## src/rtl/sfr_wr_pkg.sv

```systemverilog
package sfr_wr_pkg;

   localparam int WORD_W = 16;
   localparam int LANE_W = 8;
   localparam int LANES  = WORD_W / LANE_W;
   localparam int MODE_W = 3;

   // Access mode codes; values 6 and 7 are undefined and write nothing.
   typedef enum logic [MODE_W-1:0] {
      MODE_WORD       = 3'd0,
      MODE_BYTE_LONG  = 3'd1,
      MODE_BYTE_XFER  = 3'd2,
      MODE_BYTE_SHORT = 3'd3,
      MODE_BITS_LO    = 3'd4,
      MODE_BITS_HI    = 3'd5
   } sfr_mode_e;

   // Decoded write: bits set in keep retain the old value, ins supplies new ones.
   typedef struct packed {
      logic              valid;
      logic [WORD_W-1:0] keep;
      logic [WORD_W-1:0] ins;
   } sfr_wr_op_t;

endpackage

```

## src/rtl/sfr_wr_decode.sv

```systemverilog
module sfr_wr_decode
   import sfr_wr_pkg::*;
(
   input  logic [MODE_W-1:0] mode_i,
   input  logic              hi_i,
   input  logic [WORD_W-1:0] data_i,
   input  logic [LANE_W-1:0] bf_mask_i,
   input  logic [LANE_W-1:0] bf_data_i,
   output sfr_wr_op_t        op_o
);

   localparam logic [LANE_W-1:0] LANE_ZERO = '0;
   localparam logic [LANE_W-1:0] LANE_ONES = '1;

   logic [LANE_W-1:0] byte_val;
   logic [LANE_W-1:0] bf_set;
   logic [WORD_W-1:0] byte_lo_word;
   logic [WORD_W-1:0] byte_hi_word;

   assign byte_val     = data_i[LANE_W-1:0];
   assign bf_set       = bf_data_i & bf_mask_i;
   assign byte_lo_word = {LANE_ZERO, byte_val};
   assign byte_hi_word = {byte_val, LANE_ZERO};

   always_comb begin
      op_o.valid = 1'b0;
      op_o.keep  = '1;
      op_o.ins   = '0;
      case (mode_i)
         MODE_WORD: begin
            op_o.valid = 1'b1;
            op_o.keep  = '0;
            op_o.ins   = data_i;
         end
         MODE_BYTE_LONG, MODE_BYTE_XFER: begin
            op_o.valid = 1'b1;
            op_o.keep  = '0;
            op_o.ins   = hi_i ? byte_hi_word : byte_lo_word;
         end
         MODE_BYTE_SHORT: begin
            op_o.valid = 1'b1;
            op_o.keep  = '0;
            op_o.ins   = byte_lo_word;
         end
         MODE_BITS_LO: begin
            op_o.valid = 1'b1;
            op_o.keep  = {LANE_ONES, ~bf_mask_i};
            op_o.ins   = {LANE_ZERO, bf_set};
         end
         MODE_BITS_HI: begin
            op_o.valid = 1'b1;
            op_o.keep  = {~bf_mask_i, LANE_ONES};
            op_o.ins   = {bf_set, LANE_ZERO};
         end
         default: begin
            op_o.valid = 1'b0;
         end
      endcase
   end

   // a bit may not be both kept and inserted.
   always_comb begin
      p_keep_ins_disjoint_r6: assert (!op_o.valid || ((op_o.keep & op_o.ins) == '0))
         else $error("decode keeps and inserts the same bit");
   end

endmodule

```

## src/rtl/sfr_wr_cell.sv

```systemverilog
module sfr_wr_cell
   import sfr_wr_pkg::*;
#(
   parameter logic [WORD_W-1:0] IMPL = '1
)(
   input  logic              clk,
   input  logic              rst_n,
   input  logic              we_i,
   input  logic [WORD_W-1:0] keep_i,
   input  logic [WORD_W-1:0] ins_i,
   output logic [WORD_W-1:0] q_o
);

   logic [WORD_W-1:0] merged;

   assign merged = ((q_o & keep_i) | ins_i) & IMPL;

   always_ff @(posedge clk or negedge rst_n) begin
      if (!rst_n) begin
         q_o <= '0;
      end else if (we_i) begin
         q_o <= merged;
      end
   end

   // an unselected register holds its value.
   p_hold_unselected_r10: assert property (@(posedge clk) disable iff (!rst_n)
      !we_i |=> $stable(q_o))
      else $error("register changed without a write");

endmodule

```

## src/rtl/sfr_wr_rdmux.sv

```systemverilog
module sfr_wr_rdmux
   import sfr_wr_pkg::*;
#(
   parameter int NUM_REGS = 8,
   parameter int IDX_W    = 3
)(
   input  logic [WORD_W-1:0] regs_i [NUM_REGS],
   input  logic [IDX_W-1:0]  idx_i,
   output logic [WORD_W-1:0] data_o
);

   always_comb begin
      data_o = '0;
      for (int i = 0; i < NUM_REGS; i++) begin
         if (int'(idx_i) == i) begin
            data_o = regs_i[i];
         end
      end
   end

endmodule

```

## src/rtl/sfr_write_unit.sv

```systemverilog
module sfr_write_unit
   import sfr_wr_pkg::*;
#(
   parameter int NUM_REGS = 8,
   parameter logic [NUM_REGS*16-1:0] IMPL_MASK =
      128'hFFFF_A5A5_FF00_00FF_FF0F_0FF0_7FFF_FFFF,
   localparam int IDX_W = (NUM_REGS > 1) ? $clog2(NUM_REGS) : 1
)(
   input  logic              clk,
   input  logic              rst_n,
   input  logic              wr_en,
   input  logic [IDX_W-1:0]  wr_idx,
   input  logic [2:0]        wr_mode,
   input  logic              wr_hi,
   input  logic [15:0]       wr_data,
   input  logic [7:0]        bf_mask,
   input  logic [7:0]        bf_data,
   input  logic [IDX_W-1:0]  rd_idx,
   output logic [15:0]       rd_data
);

   generate
      if (NUM_REGS < 1 || NUM_REGS > 256) begin : g_bad_count
         $error("NUM_REGS must lie in 1..256");
      end
      if (WORD_W != LANES * LANE_W || WORD_W != 16) begin : g_bad_width
         $error("register word must be two 8-bit lanes");
      end
   endgenerate

   function automatic logic [WORD_W-1:0] impl_of(input int i);
      return IMPL_MASK[i*WORD_W +: WORD_W];
   endfunction

   sfr_wr_op_t        op;
   logic              in_range;
   logic              fire;
   logic [NUM_REGS-1:0] we;
   logic [WORD_W-1:0] q_arr [NUM_REGS];

   sfr_wr_decode i_decode (
      .mode_i    (wr_mode),
      .hi_i      (wr_hi),
      .data_i    (wr_data),
      .bf_mask_i (bf_mask),
      .bf_data_i (bf_data),
      .op_o      (op)
   );

   assign in_range = (int'(wr_idx) < NUM_REGS);
   assign fire     = wr_en & op.valid & in_range;

   generate
      for (genvar g = 0; g < NUM_REGS; g++) begin : g_reg
         assign we[g] = fire && (int'(wr_idx) == g);

         sfr_wr_cell #(
            .IMPL (IMPL_MASK[g*WORD_W +: WORD_W])
         ) i_cell (
            .clk    (clk),
            .rst_n  (rst_n),
            .we_i   (we[g]),
            .keep_i (op.keep),
            .ins_i  (op.ins),
            .q_o    (q_arr[g])
         );
      end
   endgenerate

   sfr_wr_rdmux #(
      .NUM_REGS (NUM_REGS),
      .IDX_W    (IDX_W)
   ) i_rdmux (
      .regs_i (q_arr),
      .idx_i  (rd_idx),
      .data_o (rd_data)
   );

   // ---------------- assertions ----------------
   p_word_replace_r2: assert property (@(posedge clk) disable iff (!rst_n)
      (wr_en && in_range && wr_mode == MODE_WORD) |=>
      q_arr[$past(wr_idx)] == ($past(wr_data) & impl_of(int'($past(wr_idx)))))
      else $error("word write result wrong");

   p_byte_hi_clears_lo_r3: assert property (@(posedge clk) disable iff (!rst_n)
      (wr_en && in_range && wr_hi &&
       (wr_mode == MODE_BYTE_LONG || wr_mode == MODE_BYTE_XFER)) |=>
      q_arr[$past(wr_idx)][LANE_W-1:0] == '0)
      else $error("high byte write left low lane set");

   p_byte_lo_clears_hi_r4: assert property (@(posedge clk) disable iff (!rst_n)
      (wr_en && in_range && !wr_hi &&
       (wr_mode == MODE_BYTE_LONG || wr_mode == MODE_BYTE_XFER)) |=>
      q_arr[$past(wr_idx)][WORD_W-1:LANE_W] == '0)
      else $error("low byte write left high lane set");

   p_short_clears_hi_r5: assert property (@(posedge clk) disable iff (!rst_n)
      (wr_en && in_range && wr_mode == MODE_BYTE_SHORT) |=>
      q_arr[$past(wr_idx)][WORD_W-1:LANE_W] == '0)
      else $error("short byte write left high lane set");

   p_bits_lo_keeps_hi_r6: assert property (@(posedge clk) disable iff (!rst_n)
      (wr_en && in_range && wr_mode == MODE_BITS_LO) |=>
      q_arr[$past(wr_idx)][WORD_W-1:LANE_W] ==
      $past(q_arr[wr_idx][WORD_W-1:LANE_W]))
      else $error("low bit-field write changed high lane");

   p_bits_hi_keeps_lo_r7: assert property (@(posedge clk) disable iff (!rst_n)
      (wr_en && in_range && wr_mode == MODE_BITS_HI) |=>
      q_arr[$past(wr_idx)][LANE_W-1:0] == $past(q_arr[wr_idx][LANE_W-1:0]))
      else $error("high bit-field write changed low lane");

   p_reserved_zero_r8: assert property (@(posedge clk) disable iff (!rst_n)
      (int'(rd_idx) < NUM_REGS) |->
      ((rd_data & ~impl_of(int'(rd_idx))) == '0))
      else $error("reserved bit reads as one");

endmodule

```

## config.mk

```make
export PLATFORM = sky130hd
export DESIGN_NAME = sfr_write_unit
export DESIGN_NICKNAME = d
export VERILOG_FILES = /design/src/rtl/sfr_wr_pkg.sv /design/src/rtl/sfr_wr_decode.sv /design/src/rtl/sfr_wr_cell.sv /design/src/rtl/sfr_wr_rdmux.sv /design/src/rtl/sfr_write_unit.sv
export SDC_FILE = /design/constraint.sdc
export NUM_CORES = 1
export LEC_CHECK = 0
export ABC_AREA = 1
export BUFFER_PORTS_ARGS = -buffer_cell sky130_fd_sc_hd__buf_2
export CAP_MARGIN = 20
export CORE_MARGIN = 1.5
export CORE_UTILIZATION = 23
export DETAILED_ROUTE_END_ITERATION = 7
export SYNTH_ARGS = -nofsm -noshare
export SYNTH_HDL_FRONTEND = slang
export SYNTH_HIERARCHICAL = 1
export SYNTH_SLANG_ARGS = --single-unit
```

## constraint.sdc

```tcl
create_clock -name clk -period 1.1 [get_ports clk]
set_input_delay 0.11 -clock clk [delete_from_list [all_inputs] [get_ports clk]]
set_output_delay 0.11 -clock clk [all_outputs]
set_load 0.005 [all_outputs]
```

Word level (Yosys, flattened, before mapping)
Index checks and enable logic that the tools add are counted.

Flip-flop bits (word level): 91. Bits of input ports: 45. Output and inout bits: 16. Logic and storage cells: 70.

Eq/ne operators: 19. Multiplexer cells: 11. Bitwise operators: 19. Reductions and logical operators: 13.

Operator list (number): 32-bit one-hot mux with 5 select lines (1); 16-bit 2-to-1 mux (9); 16-bit AND (5); 16-bit OR (5); 3-bit == test (second input constant) (10); 3-bit by 2-bit == test with 1-bit output (second input constant) (6); 8-bit AND (2); 15-bit AND (1); 15-bit OR (1); 12-bit AND (1); 12-bit OR (1); 3-bit by 1-bit == test with 1-bit output (second input constant) (3); 3-bit logical NOT (3); 1-bit logical AND (8); 8-bit inverter (1); 8-bit OR (1); 6-bit OR reduction (1); 2-bit OR reduction (1); 1-bit AND (1); 1-bit 2-to-1 mux (1).

Logic depth before layout (Yosys ltp)
Gate-level depths: netlist of the first run.

Word-level depth: 9. Gate-level depth with buffers: 8. Depth with buffers taken out: 8.

By module
The synthesis of the first run kept the hierarchy.

Modules (own cells, without submodules): sfr_wr_cell at g_reg[2].i_cell ... (times used 4, cells each 59, area an instance 445.4 sq um, sequential area each 200.2 sq um); sfr_wr_cell at g_reg[0].i_cell ... (times used 2, cells each 99, area an instance 730.7 sq um, sequential area each 400.4 sq um); sfr_wr_rdmux (times used 1, cells each 222, area an instance 1156.1 sq um, sequential area each 0.0 sq um); sfr_wr_cell at g_reg[1].i_cell (times used 1, cells each 95, area an instance 698.2 sq um, sequential area each 375.4 sq um); sfr_wr_decode (times used 1, cells each 124, area an instance 674.4 sq um, sequential area each 0.0 sq um); sfr_wr_cell at g_reg[3].i_cell (times used 1, cells each 79, area an instance 578.1 sq um, sequential area each 300.3 sq um); sfr_write_unit (times used 1, cells each 17, area an instance 66.3 sq um, sequential area each 0.0 sq um).

Worst setup path before layout of the first run
OpenSTA, ideal clock, no wires.

Path type: in2out. Start: input port rd_idx[0]. End: output port rd_data[10]. Data arrival time: 0.896 ns. Data required time: 0.990 ns. Slack: 0.094 ns. Cell stages on the path: 6. Path buffers: 2. Cells stage by stage: buf_4 > inv_4 > nor3_4 > buf_6 > nand2_1 > nand4_1.

Word-level cells in the longest chain between the ends: 9. Elaborated cells between the ends (all ways): 16. Those cells by class: eq/ne (7); mux (8); reduce/logical (1).

Ends and longest elaborated chain: start, declared (RTL line sfr_write_unit.sv:18) `input logic [IDX_W-1:0] rd_idx,`; 3-bit logical NOT (RTL line sfr_wr_rdmux.sv:15) `if (int'(idx_i) == i) begin`; 16-bit 2-to-1 mux (7 in a row) (RTL line sfr_wr_rdmux.sv:15); 16-bit 2-to-1 mux * (RTL line sfr_wr_rdmux.sv:15); end, declared (RTL line sfr_write_unit.sv:19) `output logic [15:0] rd_data`.

Every way passes the cells marked *; elsewhere a longest branch is shown, timed or not.

Worst setup path in the final report of the first run
Start: register g_reg[3].i_cell.q_o[13]. End: output port rd_data[13].

Word-level cells in the longest chain between the ends: 5.

Ends and longest elaborated chain: start, declared (RTL line sfr_wr_cell.sv:11) `output logic [WORD_W-1:0] q_o`; start signal, assigned (RTL line sfr_wr_cell.sv:22) `q_o <= merged;`; 16-bit 2-to-1 mux (5 in a row) (RTL line sfr_wr_rdmux.sv:15).

Every way passes these cells.

==> out/qor.yml, run 1 <==
timing:
  period_needed_ns: 1.54
  slew_viol_final: 0
  worst_clock_skew_ns: 0
  finalHoldViolations: 0
  setup_viol_count_final: 16
  tns_ns: -5.21
  layout_setup_ws_ns: -0.436
  max_slew_margin_pct: 61.6
  max_freq_mhz: 651
  rsz0062_at_grt: "true"
  hold-worst-slack_ns: 0.195
  fin_crit_sh_pct: 140
  tightestPinTransition_ns: 0.576
routing:
  routed_wl_um: 19500
  drtIter0Drc: 450
  post_drt_wl_per_cell_um: 13.2
  via_count: 6280
  drc: 0
  viasPerCell: 4.24
  ant_nets: 0
  dr.pass1.iters: 4
cells_and_area:
  largest_register_ffs: 91
  nets: 1148
  drive_above_1_share_pct: 20.8
  finalCoreUtilization_pct: 29.7
  design_area_um2: 8060
  diodes: 0
  max_flop_register: "g.i_cell/q_o"
  area_delta_synth_final_pct: 25.6
  nFillCells: 3029
  largest_registers: "g.i_cell/q_o (91)"
  fin_cells: 1480
logic_synthesis:
  synth_cells: 971
  syn_area_um2: 6420
  yosysWarnings: 6
  async_flop_share_pct: 100
  yosysMostFrequentCell: "nand2_1"
  yosys.area.top_type: "dfrtp_1"
  syn_area_per_cell_um2: 6.61
  synth.area.top_cells: "dfrtp_1, nand2_1, nand4_1"
  synth_ff_type: "dfrtp_1"
  synth.top_cell.area_share_pct: 35.5
  synth_edf_count: 0
  synth_seq_area_share_pct: 35.5
  yosys-top-cells-count: "nand2_1, inv_1, dfrtp_1, nand4_1, nand3_1"
  synth_cell_types: 25
  synth_seq_cells: 91
place:
  portBuffers: 60
  dp_cells: 1446
  dp_hpwl_um: 14300
  placed_area_um2: 7620
  place_congestion: 0.847
global_routing:
  grt-ovfl-total: 0
  met1_usage_pct: 19.6
  track_usage_pct: 13.8
  grt_max_degree: 40
  grt_antenna_before_repair: 0
  grt_use_met2_pct: 22.0
  grt_pass1_wl_um: 31100
  busiest_layer: "met2"
  grt_pass1_vias: 5744
  grtUsageMet3_pct: 1.72
critical_path:
  critPathRequiredTime_ns: 0.99
  cp.arrival_ns: 1.43
  worstSetupPathType: "register to output pin"
  path_cells: "nand4_1 -> nand4_1 -> nor2_1 -> nand4_1 -> buf_2"
  timing.critical_path.buf_inv: 1
  critPathMostFrequentCell: "nand4_1"
  end_kind: "output pin"
  cp_top_family: "simple AND/OR/NAND/NOR gates"
  startpoint_type: "register"
  crit_start: "g_reg[3].i_cell/q_o[13]$_DFFE_PN0P_"
  max_stage_delay_ns: 0.38
  critPathMaxFanout: 2
  rr_startpoint: "g_reg[3].i_cell/q_o[2]$_DFFE_PN0P_"
  worst_path_max_delay_cell: "dfrtp_1"
  rrSetupSlack_ns: 0.23
floorplanning:
  row_count: 60
  core_area_um2: 27200
  die_area_um2: 28900
  ios: 61
  initial_core_util_pct: 23.6
  die_y_um: 170
  die_w_um: 170
power_and_ir_drop:
  vdd.ir_drop.worst_v: 0.000567
  p_leak_nw: 4.21
  powerDensity_nw_per_um2: 1240
clock_tree:
  clk_latency_ns: 0.35
  cts_buffers: 9
  cts_tree: "done"
  cts_max_level: 3
  clock-sinks: 91
  clock_path_buffers: 2
  clk_pin_slew_ns: 0.06
  root_buffer: "clkbuf_16"
run_status:
  status: "complete, but fails checks"
  violations: "negative setup slack"
job:
  drv_cap: 0
hold_path:
  worstHoldPathType: "input port to async pin"
==> area by class of cell <==
cell class                      count  area, um2  share of cell area, %
Inverter                          124        473                   5.87
Multi-Input combinational cell    703       3120                   38.7
Timing Repair Buffer              174       1440                   17.8
Clock buffer                       11        253                   3.14
Clock inverter                      5       35.0                  0.435
Sequential cell                    91       2280                   28.2
Tap cell                          372        465                   5.77
==> path summary, 6_finish.rpt <==
kind | end | cells after the start
max in group asynchronous | g_reg[3].i_cell/q_o[13]$_DFFE_PN0P_ | 3
min | g_reg[6].i_cell/q_o[2]$_DFFE_PN0P_ | 2
max reg2reg | g_reg[3].i_cell/q_o[2]$_DFFE_PN0P_ | 4
min reg2reg | g_reg[7].i_cell/q_o[11]$_DFFE_PN0P_ | 2
min in group clk | g_reg[3].i_cell/q_o[14]$_DFFE_PN0P_ | 6
max | rd_data[13] | 5
==> layer usage <==
layer	up-vias	routed length, um
met5	-	0
met4	0	226
met3	15	870
met2	164	8790
met1	2883	9620
li1	3218	-
==> timing repair <==
| action | CTS | global route |
|---|---|---|
| gates resized for setup | 1 | 4 |
| hold endpoints to repair | 80 | 0 |
| buffers inserted | 6 | 11 |
| hold buffers | 1 | 0 |
| setup endpoints to repair | 16 | 22 |
| pin swaps | 17 | 24 |
==> through the flow <==
| step | worst slack (ns) | power (mW) |
|---|---|---|
| floorplan | 0.0939 | 5.76 |
| CTS | -0.445 | 9.92 |
| detailed placement | -0.245 | 6.79 |
| global placement | -0.250 | 6.73 |
| finish | -0.436 | 9.99 |
| global route | -0.509 | 10.6 |
==> power breakdown <==
| part | switching (mW) | total [mW] | internal, mW |
|---|---|---|---|
| logic | 1.39 | 2.50 | 1.11 |
| registers | 0.409 | 4.44 | 4.03 |
| clock network | 1.40 | 3.06 | 1.66 |
| total | 3.20 | 9.99 | 6.80 |
==> placed cells by master (no fill, tap or decap), types with 5 or more instances in the layout <==
cell / n
nand2_1: 439
inv_1: 116
buf_4: 92
dfrtp_1: 91
nand4_1: 91
buf_2: 59
nand3_1: 49
nor2_1: 40
conb_1: 37
buf_12: 22
nand2_2: 10
clkbuf_16: 9
a21oi_2: 8
a21oi_1: 8
nor2_2: 7
nand3b_1: 6
inv_2: 5
==> kinds of logic after synthesis <==
kind of cell | synth area share [%]
AO/OA/AOI/OAI | 1.85
buffers and inverters | 18.1
flip-flops | 35.5
other | 0.351
AND/OR/NAND/NOR | 44.2
Power figures use the tool's default switching activity.
==> run 2, diff against run 1 <==
CELL_PAD_IN_SITES_DETAIL_PLACEMENT = 2   (was not set)
CELL_PAD_IN_SITES_GLOBAL_PLACEMENT = 2   (was not set)
PLACE_DENSITY_LB_ADDON = 0.1   (was not set)
==> out/qor.yml, run 2 (synthesis results as in run 1) <==
timing:
  setup_viol_count_final: 16
  layout_setup_ws_ns: -0.396
  rsz0062_at_grt: "true"
  slew_viol_final: 0
  period_needed_ns: 1.50
  hold-worst-slack_ns: 0.134
  max_freq_mhz: 668
  fin_crit_sh_pct: 136
  finalHoldViolations: 0
  worst_clock_skew_ns: 0
critical_path:
  rr_startpoint: "g_reg[3].i_cell/q_o[15]$_DFFE_PN0P_"
  worstSetupPathType: "register to output pin"
  startpoint_type: "register"
  cp_top_family: "simple AND/OR/NAND/NOR gates"
  worst-path-stages: 5
  end_kind: "output pin"
  worst_path_max_delay_cell: "dfrtp_1"
  max_stage_delay_ns: 0.38
  timing.critical_path.buf_inv: 1
  critPathMaxFanout: 2
  critPathRequiredTime_ns: 0.99
  cp.arrival_ns: 1.39
  r2r_cells: 4
  crit_start: "g_reg[3].i_cell/q_o[14]$_DFFE_PN0P_"
  critPathMostFrequentCell: "nand4_1"
  path_cells: "nand4_1 -> nand4_1 -> nor2_2 -> nand4_1 -> buf_2"
cells_and_area:
  nFillCells: 3332
  layout_commonest_cell: "nand2_1"
  area_delta_synth_final_pct: 27.9
  nets: 1148
  largest_registers: "g.i_cell/q_o (91)"
  final_cell_mix: "nand2_1, inv_1, dfrtp_1, nand4_1, buf_4"
  diodes: 0
  max_flop_register: "g.i_cell/q_o"
  drive_above_1_share_pct: 21.9
  largest_register_ffs: 91
clock_tree:
  cts_max_level: 3
  cts_buffers: 9
  cts_tree: "done"
  clock-sinks: 91
  root_buffer: "clkbuf_16"
  clk_pin_slew_ns: 0.07
  clock_path_buffers: 2
  clk_latency_ns: 0.35
floorplanning:
  core_area_um2: 27200
  initial_core_util_pct: 23.6
  die_y_um: 170
  die_w_um: 170
  ios: 61
  row_count: 60
  die_area_um2: 28900
global_routing:
  track_usage_pct: 18.5
  grt_pass1_wl_um: 40300
  grt_antenna_before_repair: 0
  grt_pass1_vias: 6876
  grt-ovfl-total: 0
  grt_max_degree: 41
routing:
  dr_wl_met3_um: 396
  drtIter0Drc: 223
  met2_length_um: 11700
  drc: 0
  post_drt_wl_per_cell_um: 17.1
  dr.pass1.iters: 4
  via_count: 6418
  top_layer: "met4"
  routed_wl_um: 25300
  ant_nets: 0
  wl_met1_um: 12800
  viasPerCell: 4.34
place:
  place_congestion: 0.761
  dp_hpwl_um: 19000
  dpl_worst_slack_ns: -0.335
  portBuffers: 60
job:
  drv_cap: 0
power_and_ir_drop:
  powerDensity_nw_per_um2: 1280
  p_leak_nw: 4.24
  vdd.ir_drop.worst_v: 0.000541
run_status:
  status: "complete, but fails checks"
  violations: "negative setup slack"
hold_path:
  worstHoldPathType: "input port to async pin"
==> run 2: layout make-up <==
| cell class | count | area [um2] | area share, % |
|---|---|---|---|
| Clock buffer | 13 | 250 | 3.05 |
| Clock inverter | 2 | 60.1 | 0.732 |
| Inverter | 124 | 473 | 5.76 |
| Multi-Input combinational cell | 703 | 3180 | 38.8 |
| Sequential cell | 91 | 2280 | 27.8 |
| Tap cell | 372 | 465 | 5.67 |
| Timing Repair Buffer | 174 | 1500 | 18.3 |
==> run 2: power breakdown <==
group	switching, mW	internal [mW]
Combinational	1.49	1.10
Sequential	0.402	4.03
Clock	1.42	2.05
==> run 2: path summary, 6_finish.rpt <==
path,slack [ns],end
min,0.13,g_reg[6].i_cell/q_o[0]$_DFFE_PN0P_
max in group asynchronous,0.49,g_reg[2].i_cell/q_o[11]$_DFFE_PN0P_
min in group clk,0.25,g_reg[7].i_cell/q_o[5]$_DFFE_PN0P_
max reg2reg,0.25,g_reg[3].i_cell/q_o[15]$_DFFE_PN0P_
min reg2reg,0.47,g_reg[7].i_cell/q_o[13]$_DFFE_PN0P_
max,-0.40,rd_data[14]
==> run 2: per-layer routing <==
metal / vias to the layer above / GRT usage (%)
li1: 3208 / -
met1: 3125 / 25.9
met2: 70 / 30.8
met3: 15 / 1.63
met4: 0 / 4.54
met5: - / 0
==> run 2: through the flow <==
step	instances	instance area [um2]	utilization (%)	total power, mW	TNS [ns]
5_1_grt	1479	8210	30.2	11.2	-6.81
4_1_cts	1478	8140	29.9	10.7	-5.94
3_5_place_dp	1462	7800	28.7	7.09	-26.57
3_3_place_gp	1462	7800	28.7	7.01	-23.14
6_report	1479	8210	30.2	10.5	-5.26
2_1_floorplan	1002	6530	-	5.76	0
==> run 2: timing repair <==
item,4_1_cts,5_1_grt
hold endpoints to repair,91,0
buffers inserted,1,1
hold buffers,1,0
cloned,0,0
setup endpoints to repair,16,53
gates resized for setup,6,15
pin swaps,12,7
==> run 2: worst reg2reg max path, cell delays in order (launching register included) <==
cell,delay [ns]
dfrtp_1,0.39
buf_4,0.13
buf_4,0.12
nand2_1,0.06
nand2_1,0.04
